==> config.mk <==
export PLATFORM = sky130hd
export DESIGN_NAME = wg_wave_dispatch
export DESIGN_NICKNAME = d
export VERILOG_FILES = /design/src/rtl/wdisp_pkg.sv /design/src/rtl/wave_sizer.sv /design/src/rtl/coord_walker.sv /design/src/rtl/sreg_planner.sv /design/src/rtl/wg_wave_dispatch.sv
export SDC_FILE = /design/constraint.sdc
export NUM_CORES = 1
export LEC_CHECK = 0
export BUFFER_PORTS_ARGS = -buffer_cell sky130_fd_sc_hd__buf_2
export CORE_ASPECT_RATIO = 0.9
export CORE_MARGIN = 3
export CORE_UTILIZATION = 32
export CTS_BUF_LIST = sky130_fd_sc_hd__clkbuf_4 sky130_fd_sc_hd__clkbuf_8 sky130_fd_sc_hd__clkbuf_16
export CTS_CLUSTER_SIZE = 16
export DETAILED_ROUTE_END_ITERATION = 8
export PLACE_DENSITY = 0.49
export SYNTH_ARGS = -nofsm -noshare
export SYNTH_HDL_FRONTEND = slang
export SYNTH_SLANG_ARGS = --single-unit
==> constraint.sdc <==
create_clock -name clk -period 15 [get_ports clk]
set_input_delay 0 -clock clk [delete_from_list [all_inputs] [get_ports clk]]
set_output_delay 0 -clock clk [all_outputs]
set_load 0.05 [all_outputs]
==> src/rtl/wdisp_pkg.sv <==
package wdisp_pkg;

  localparam int FIELD_W   = 10;
  localparam int Y_SHIFT   = 10;
  localparam int Z_SHIFT   = 20;
  localparam int CFG_BASE_LSB = 1;
  localparam int CFG_BASE_W   = 5;
  localparam int CFG_EN_LSB   = 7;

  typedef enum logic [1:0] {
    WR_MASK = 2'd0,
    WR_SREG = 2'd1,
    WR_VREG = 2'd2
  } wr_kind_e;

  typedef enum logic [2:0] {
    ST_IDLE,
    ST_MASK,
    ST_PLO,
    ST_PHI,
    ST_WGID,
    ST_LANE,
    ST_EMPTY
  } disp_state_e;

  // packs one thread coordinate triple into the vector register word
  function automatic logic [31:0] pack_coord(input logic [FIELD_W-1:0] x,
                                             input logic [FIELD_W-1:0] y,
                                             input logic [FIELD_W-1:0] z);
    return (32'(z) << Z_SHIFT) | (32'(y) << Y_SHIFT) | 32'(x);
  endfunction

  // number of enabled dimensions strictly below dim
  function automatic logic [1:0] enabled_below(input logic [2:0] en,
                                               input logic [1:0] dim);
    logic [1:0] n;
    n = 2'd0;
    for (int k = 0; k < 3; k++)
      if (k < int'(dim) && en[k]) n = n + 2'd1;
    return n;
  endfunction

endpackage

==> src/rtl/wave_sizer.sv <==
module wave_sizer #(
  parameter int LANES = 32,
  parameter int REM_W = 31,
  localparam int LANE_CNT_W = $clog2(LANES + 1)
) (
  input  logic                  clk,
  input  logic                  rst_n,
  input  logic                  active_i,
  input  logic [REM_W-1:0]      rem_i,
  output logic [LANE_CNT_W-1:0] lanes_o,
  output logic [LANES-1:0]      mask_o,
  output logic                  last_o
);

  logic full_wave;
  assign full_wave = (rem_i >= REM_W'(LANES));
  assign lanes_o   = full_wave ? LANE_CNT_W'(LANES) : rem_i[LANE_CNT_W-1:0];
  assign last_o    = (rem_i <= REM_W'(LANES));

  for (genvar i = 0; i < LANES; i++) begin : g_mask
    assign mask_o[i] = (LANE_CNT_W'(i) < lanes_o);
  end

  // mask bit count equals the lane count of the wave
  assert_mask_popcount_R2: assert property (@(posedge clk) disable iff (!rst_n)
    active_i |-> ($countones(mask_o) == int'(lanes_o)));

  // mask bits are contiguous from lane 0
  assert_mask_contiguous_R2: assert property (@(posedge clk) disable iff (!rst_n)
    active_i |-> (((mask_o + LANES'(1)) & mask_o) == '0 && mask_o[0]));

endmodule

==> src/rtl/coord_walker.sv <==
module coord_walker
  import wdisp_pkg::*;
#(
  parameter int DIM_W = 11
) (
  input  logic               clk,
  input  logic               rst_n,
  input  logic               clear_i,
  input  logic               step_i,
  input  logic [DIM_W-1:0]   ext_x_i,
  input  logic [DIM_W-1:0]   ext_y_i,
  output logic [FIELD_W-1:0] x_o,
  output logic [FIELD_W-1:0] y_o,
  output logic [FIELD_W-1:0] z_o
);

  logic x_wrap, y_wrap;
  assign x_wrap = (DIM_W'(x_o) == ext_x_i - DIM_W'(1));
  assign y_wrap = (DIM_W'(y_o) == ext_y_i - DIM_W'(1));

  always_ff @(posedge clk) begin
    if (!rst_n || clear_i) begin
      x_o <= '0;
      y_o <= '0;
      z_o <= '0;
    end else if (step_i) begin
      if (x_wrap) begin
        x_o <= '0;
        if (y_wrap) begin
          y_o <= '0;
          z_o <= z_o + FIELD_W'(1);
        end else begin
          y_o <= y_o + FIELD_W'(1);
        end
      end else begin
        x_o <= x_o + FIELD_W'(1);
      end
    end
  end

  assert_x_below_extent_R5: assert property (@(posedge clk) disable iff (!rst_n)
    (!clear_i && ext_x_i != '0) |-> (DIM_W'(x_o) < ext_x_i));

  assert_y_below_extent_R5: assert property (@(posedge clk) disable iff (!rst_n)
    (!clear_i && ext_y_i != '0) |-> (DIM_W'(y_o) < ext_y_i));

endmodule

==> src/rtl/sreg_planner.sv <==
module sreg_planner
  import wdisp_pkg::*;
#(
  parameter int DATA_W = 32,
  parameter int SIDX_W = 8
) (
  input  logic [CFG_BASE_W-1:0] base_i,
  input  logic [2:0]            en_i,
  input  logic [1:0]            dim_i,
  input  logic [DATA_W-1:0]     id_x_i,
  input  logic [DATA_W-1:0]     id_y_i,
  input  logic [DATA_W-1:0]     id_z_i,
  output logic                  wr_en_o,
  output logic [SIDX_W-1:0]     idx_o,
  output logic [DATA_W-1:0]     data_o
);

  always_comb begin
    wr_en_o = 1'b0;
    data_o  = '0;
    case (dim_i)
      2'd0: begin wr_en_o = en_i[0]; data_o = id_x_i; end
      2'd1: begin wr_en_o = en_i[1]; data_o = id_y_i; end
      2'd2: begin wr_en_o = en_i[2]; data_o = id_z_i; end
      default: begin wr_en_o = 1'b0; data_o = '0; end
    endcase
    idx_o = SIDX_W'(base_i) + SIDX_W'(enabled_below(en_i, dim_i));
  end

endmodule

==> src/rtl/wg_wave_dispatch.sv <==
module wg_wave_dispatch
  import wdisp_pkg::*;
#(
  parameter int LANES  = 32,
  parameter int DIM_W  = FIELD_W + 1,
  parameter int DATA_W = 32,
  parameter int PTR_W  = 64,
  parameter int SIDX_W = 8,
  localparam int LANE_W     = $clog2(LANES),
  localparam int LANE_CNT_W = $clog2(LANES + 1),
  localparam int PROD_W     = 3 * DIM_W,
  localparam int TOTAL_W    = 3 * FIELD_W + 1,
  localparam int WAVE_NUM_W = TOTAL_W - LANE_W
) (
  input  logic                  clk,
  input  logic                  rst_n,
  input  logic                  start,
  input  logic [DATA_W-1:0]     wg_id_x,
  input  logic [DATA_W-1:0]     wg_id_y,
  input  logic [DATA_W-1:0]     wg_id_z,
  input  logic [DIM_W-1:0]      size_x,
  input  logic [DIM_W-1:0]      size_y,
  input  logic [DIM_W-1:0]      size_z,
  input  logic [PTR_W-1:0]      arg_ptr,
  input  logic [31:0]           cfg_word,
  output logic                  busy,
  output logic                  wave_start,
  output logic [WAVE_NUM_W-1:0] wave_num,
  output logic                  wr_valid,
  output logic [1:0]            wr_kind,
  output logic [SIDX_W-1:0]     wr_index,
  output logic [LANE_W-1:0]     wr_lane,
  output logic [DATA_W-1:0]     wr_data,
  output logic                  done
);

  disp_state_e             state_q;
  logic [DIM_W-1:0]        ext_x_q, ext_y_q;
  logic [DATA_W-1:0]       id_x_q, id_y_q, id_z_q;
  logic [PTR_W-1:0]        ptr_q;
  logic [CFG_BASE_W-1:0]   base_q;
  logic [2:0]              en_q;
  logic [TOTAL_W-1:0]      rem_q;
  logic [WAVE_NUM_W-1:0]   wave_q;
  logic [LANE_W-1:0]       lane_q;
  logic [1:0]              dim_q;

  // named internal events
  logic                    take_start;
  logic [PROD_W-1:0]       prod_w;
  logic [TOTAL_W-1:0]      total_w;
  logic [LANE_CNT_W-1:0]   wave_lanes;
  logic [LANES-1:0]        wave_mask;
  logic                    wave_is_last;
  logic                    lane_is_last;
  logic                    lane_step;
  logic [FIELD_W-1:0]      cx, cy, cz;
  logic                    slot_en;
  logic [SIDX_W-1:0]       slot_idx;
  logic [DATA_W-1:0]       slot_data;

  assign take_start   = start && (state_q == ST_IDLE);
  assign prod_w       = PROD_W'(size_x) * PROD_W'(size_y) * PROD_W'(size_z);
  assign total_w      = prod_w[TOTAL_W-1:0];
  assign lane_is_last = (LANE_CNT_W'(lane_q) == wave_lanes - LANE_CNT_W'(1));
  assign lane_step    = (state_q == ST_LANE);

  wave_sizer #(.LANES(LANES), .REM_W(TOTAL_W)) u_sizer (
    .clk      (clk),
    .rst_n    (rst_n),
    .active_i (state_q == ST_MASK),
    .rem_i    (rem_q),
    .lanes_o  (wave_lanes),
    .mask_o   (wave_mask),
    .last_o   (wave_is_last)
  );

  coord_walker #(.DIM_W(DIM_W)) u_walker (
    .clk     (clk),
    .rst_n   (rst_n),
    .clear_i (take_start),
    .step_i  (lane_step),
    .ext_x_i (ext_x_q),
    .ext_y_i (ext_y_q),
    .x_o     (cx),
    .y_o     (cy),
    .z_o     (cz)
  );

  sreg_planner #(.DATA_W(DATA_W), .SIDX_W(SIDX_W)) u_planner (
    .base_i  (base_q),
    .en_i    (en_q),
    .dim_i   (dim_q),
    .id_x_i  (id_x_q),
    .id_y_i  (id_y_q),
    .id_z_i  (id_z_q),
    .wr_en_o (slot_en),
    .idx_o   (slot_idx),
    .data_o  (slot_data)
  );

  always_ff @(posedge clk) begin
    if (!rst_n) begin
      state_q <= ST_IDLE;
      ext_x_q <= '0;
      ext_y_q <= '0;
      id_x_q  <= '0;
      id_y_q  <= '0;
      id_z_q  <= '0;
      ptr_q   <= '0;
      base_q  <= '0;
      en_q    <= '0;
      rem_q   <= '0;
      wave_q  <= '0;
      lane_q  <= '0;
      dim_q   <= '0;
    end else begin
      case (state_q)
        ST_IDLE: begin
          if (take_start) begin
            ext_x_q <= size_x;
            ext_y_q <= size_y;
            id_x_q  <= wg_id_x;
            id_y_q  <= wg_id_y;
            id_z_q  <= wg_id_z;
            ptr_q   <= arg_ptr;
            base_q  <= cfg_word[CFG_BASE_LSB +: CFG_BASE_W];
            en_q    <= cfg_word[CFG_EN_LSB +: 3];
            rem_q   <= total_w;
            wave_q  <= '0;
            state_q <= (total_w == '0) ? ST_EMPTY : ST_MASK;
          end
        end
        ST_MASK:  state_q <= ST_PLO;
        ST_PLO:   state_q <= ST_PHI;
        ST_PHI: begin
          dim_q   <= 2'd0;
          state_q <= ST_WGID;
        end
        ST_WGID: begin
          if (dim_q == 2'd2) begin
            lane_q  <= '0;
            state_q <= ST_LANE;
          end else begin
            dim_q <= dim_q + 2'd1;
          end
        end
        ST_LANE: begin
          if (lane_is_last) begin
            if (wave_is_last) begin
              state_q <= ST_IDLE;
            end else begin
              rem_q   <= rem_q - TOTAL_W'(LANES);
              wave_q  <= wave_q + WAVE_NUM_W'(1);
              state_q <= ST_MASK;
            end
          end else begin
            lane_q <= lane_q + LANE_W'(1);
          end
        end
        ST_EMPTY: state_q <= ST_IDLE;
        default:  state_q <= ST_IDLE;
      endcase
    end
  end

  always_comb begin
    wr_valid = 1'b0;
    wr_kind  = WR_MASK;
    wr_index = '0;
    wr_lane  = '0;
    wr_data  = '0;
    case (state_q)
      ST_MASK: begin
        wr_valid = 1'b1;
        wr_kind  = WR_MASK;
        wr_data  = DATA_W'(wave_mask);
      end
      ST_PLO: begin
        wr_valid = 1'b1;
        wr_kind  = WR_SREG;
        wr_index = SIDX_W'(0);
        wr_data  = ptr_q[DATA_W-1:0];
      end
      ST_PHI: begin
        wr_valid = 1'b1;
        wr_kind  = WR_SREG;
        wr_index = SIDX_W'(1);
        wr_data  = ptr_q[PTR_W-1:DATA_W];
      end
      ST_WGID: begin
        wr_valid = slot_en;
        wr_kind  = WR_SREG;
        wr_index = slot_idx;
        wr_data  = slot_data;
      end
      ST_LANE: begin
        wr_valid = 1'b1;
        wr_kind  = WR_VREG;
        wr_lane  = lane_q;
        wr_data  = pack_coord(cx, cy, cz);
      end
      default: ;
    endcase
  end

  assign busy       = (state_q != ST_IDLE);
  assign wave_start = (state_q == ST_MASK);
  assign wave_num   = wave_q;
  assign done       = (state_q == ST_EMPTY) || (lane_step && lane_is_last && wave_is_last);

  assert_lane_in_wave_R1: assert property (@(posedge clk) disable iff (!rst_n)
    (state_q == ST_LANE) |-> (LANE_CNT_W'(lane_q) < wave_lanes));

  assert_wave_start_mask_R2: assert property (@(posedge clk) disable iff (!rst_n)
    wave_start |-> (wr_valid && wr_kind == WR_MASK && wr_data[0]));

  assert_done_then_idle_R7: assert property (@(posedge clk) disable iff (!rst_n)
    done |=> (!busy && !wr_valid && !done));

  assert_start_ignored_R9: assert property (@(posedge clk) disable iff (!rst_n)
    (busy && start) |=> ($stable(ptr_q) && $stable(ext_x_q) && $stable(wave_q)));

  assert_first_is_mask_R11: assert property (@(posedge clk) disable iff (!rst_n)
    (take_start && total_w != '0) |=> wave_start);

endmodule

==> reports/results.md <==
- nor2_1 — slowest cell on the critical path
- no — unrepaired setup endpoints after global routing
- 0 — final number of max-transition violations
- 7.97 µm² — Avg Cell Area, Syn
- 0.0797 mm² — CORE AREA
- 33.7 ps — worst-case clock skew
- 23700 — number of global-route vias before repair
- flip-flop — endpoint class of the critical path
- 6 — iteration count of the initial detailed-routing pass
- 3245 — number of instances in the synthesized netlist
- 0 — GR Overflow Total
- 190 — largest net degree at the start of global routing
- 0 — Post-synth EDFFs
- nand2_1, a21oi_1, inv_1 — most instantiated cells after synthesis
- done — clock tree from TritonCTS
- 287 — total of flip-flops plus latches after synthesis
- input pin — category of the worst setup path launch point
- in -> reg — min-delay worst type
- 61.7 mm — DP Wirelength
- 0.0843 mm² — total die area
- 0.0280 mm² — Placed Area
- 18 — Register-to-Register Path Depth
- 0.0309 mm² — Design Area, Final
- 76.0% — period utilisation layout
- 287 — clock sink count
- 23500 — vias after detailed routing
- 2 — number of antenna violations at the first check in global routing
- fa_1 — most used cell, CP
- complete, no violations — run status
- dfxtp_1, fa_1, nand2_1, ha_1, a21oi_1 — Area contributors post-synth
- 0 — Post-CTS Setup Inserts
- 11870 ps — critical path data arrival time
- 4192 — total number of nets in the final design
- 19.7% — Global Route Usage Sum
- 1 — level count of the clock H-tree
- 0% — fraction of registers with async set/reset
- 0 ps — total negative slack
- 0 — count of nets left with antenna violations after detail routing
- 11410 ps — Final min period
- 134 mm — wire length of the first global-routing pass
- 30 — CTS buffer count
- 22.2% — sequential cell area fraction in the yosys report
- 305 — IO Pins
- dfxtp_1 — Primary FF master, synth
- 610 ps — clock latency on the worst-skew pair
- 15470 ps — required time at the endpoint of the critical path
- in -> reg — Worst Setup Path Type
- dfxtp_1 — Yosys top cell by area
- 19.7% — area delta synth->final
- 1556 — first-iteration detailed-routing DRC count
- 70 ps — clock slew at the register clock pins of the worst setup and hold paths
- 0 — Hold Violations, Final
- 5.08 — vias per cell
- 11.4% — fraction of layout instances using a drive strength above 1
- 278 — port buffer count
- 98 — Cell Rows
- 20.9% — worst slew margin relative to its limit
- 8401 — count of filler cells inserted in the layout
- 0 — final-report setup violation count
- 306 µm — horizontal extent of the die
- 1180 ps — measured slew at the worst slew-check pin
- 18.3 µm — average wire per cell in the routed design
- 0 — post-CTS resize count
- 22.2% — share of the synthesized area in the top cell type
- 32.4% — Starting Density
- 4 — depth of the worst hold-timing path
- 0.820 — final estimated routing congestion in global placement
- 86 — Cell variety after synth
- 22 — CP max FO
- 630 ps — CP max stage delay
- 0 — post-detailed-route DRC marker count
- clkbuf_16 — Clock Root Buffer
- 276 µm — chip height
- 0 — Synth warnings
- 192 — number of hold-repair buffers added at the cts stage
- 0 — number of maximum-capacitance constraint violations
- 87.7 MHz — maximum frequency from static timing analysis
- 3 — maximum buffer depth of the clock tree
- 85.0 mm — post-detailed-routing wire length
- 0.0259 mm² — Syn Std Cell Area
- nand2_1 — dominant cell by count in the synthesized netlist
-- through the flow --
| step | setup WS [ps] | instances | utilization [%] | hold slack, ps |
|---|---|---|---|---|
| 6_report | 3590 | 4635 | 38.8 | 175 |
| 3_3_place_gp | 3530 | 4389 | 35.1 | 246 |
| 2_1_floorplan | 4520 | 3246 | - | 136 |
| 4_1_cts | 3550 | 4633 | 38.8 | 157 |
| 5_1_grt | 2980 | 4633 | 38.8 | 185 |
| 3_5_place_dp | 3540 | 4389 | 35.1 | 247 |
-- sequential cells by signal, indices dropped and copies added, names as in the netlist --
signal,cells
base_q,5
dim_q,2
en_q,3
ext_x_q,11
ext_y_q,11
id_x_q,32
id_y_q,32
id_z_q,32
lane_q,5
ptr_q,64
rem_q,31
state_q,3
u_walker.x_o,10
u_walker.y_o,10
u_walker.z_o,10
wave_num,26
-- cell usage in the layout (no fill, tap or decap), types with 17 or more instances in the layout --
cell type        n
a21oi_1        295
a221oi_1        18
a222oi_1        33
and2_1         201
and3_1          35
buf_2          278
buf_4           28
clkbuf_16       30
dfxtp_1        286
dlygate4sd3_1  192
fa_1           259
ha_1           141
inv_1          287
mux2i_1         34
nand2_1        652
nand3_1         41
nand4_1         24
nor2_1         160
nor3_1          45
nor4_1          17
o21ai_0        104
or3_1           34
xnor2_1         68
xor2_1          42
-- area by class of cell --
| type | instances | area [µm²] | area share [%] |
|---|---|---|---|
| Clock inverter | 10 | 129 | 0.416 |
| Multi-Input combinational cell | 2455 | 18200 | 58.9 |
| Antenna cell | 2 | 5.00 | 0.0162 |
| Inverter | 290 | 1090 | 3.53 |
| Sequential cell | 287 | 5750 | 18.6 |
| Timing Repair Buffer | 499 | 3540 | 11.4 |
| Clock buffer | 42 | 885 | 2.86 |
| Tap cell | 1050 | 1310 | 4.24 |
-- worst paths after layout --
check	startpoint	to	slack, ps
worst max register to register	rem_q[13]	rem_q[19]	9990
worst min-delay path	wg_id_x[7]	id_x_q[7]	170
worst min register to register	ptr_q[21]	ptr_q[21]	450
worst max-delay path	size_x[0]	state_q[0]	3590
-- worst max-delay path: cells and delay by family --
family	cells	cell delay, ps
adder cells (fa/ha/maj)	12	5770
AO/OA/AOI/OAI	10	2260
AND/OR/NAND/NOR	7	2200
buffers and inverters	5	1210
XOR/XNOR	1	410
-- kinds of logic after synthesis --
kind of cell	count (synthesis)	share of synthesized area, %
AND/OR/NAND/NOR	1298	23.6
other	1	0.0145
flip-flops	287	22.2
XOR/XNOR	111	3.81
AO/OA/AOI/OAI	594	14.1
buffers and inverters	504	7.40
multiplexers	49	1.97
adder cells (fa/ha/maj)	401	26.9
-- layer usage --
metal / up-vias / track usage [%] / wire (µm) / part of all wire, %
li1: 11300 / - / - / -
met1: 11500 / 27.4 / 39600 / 47
met2: 579 / 32.2 / 39200 / 46
met3: 140 / 2.45 / 3810 / 4.5
met4: 0 / 5.37 / 2430 / 2.9
met5: - / 0 / 0 / 0
Power is not shown: default switching activity piles up to over one toggle a cycle in this logic, so the estimate is an artifact.
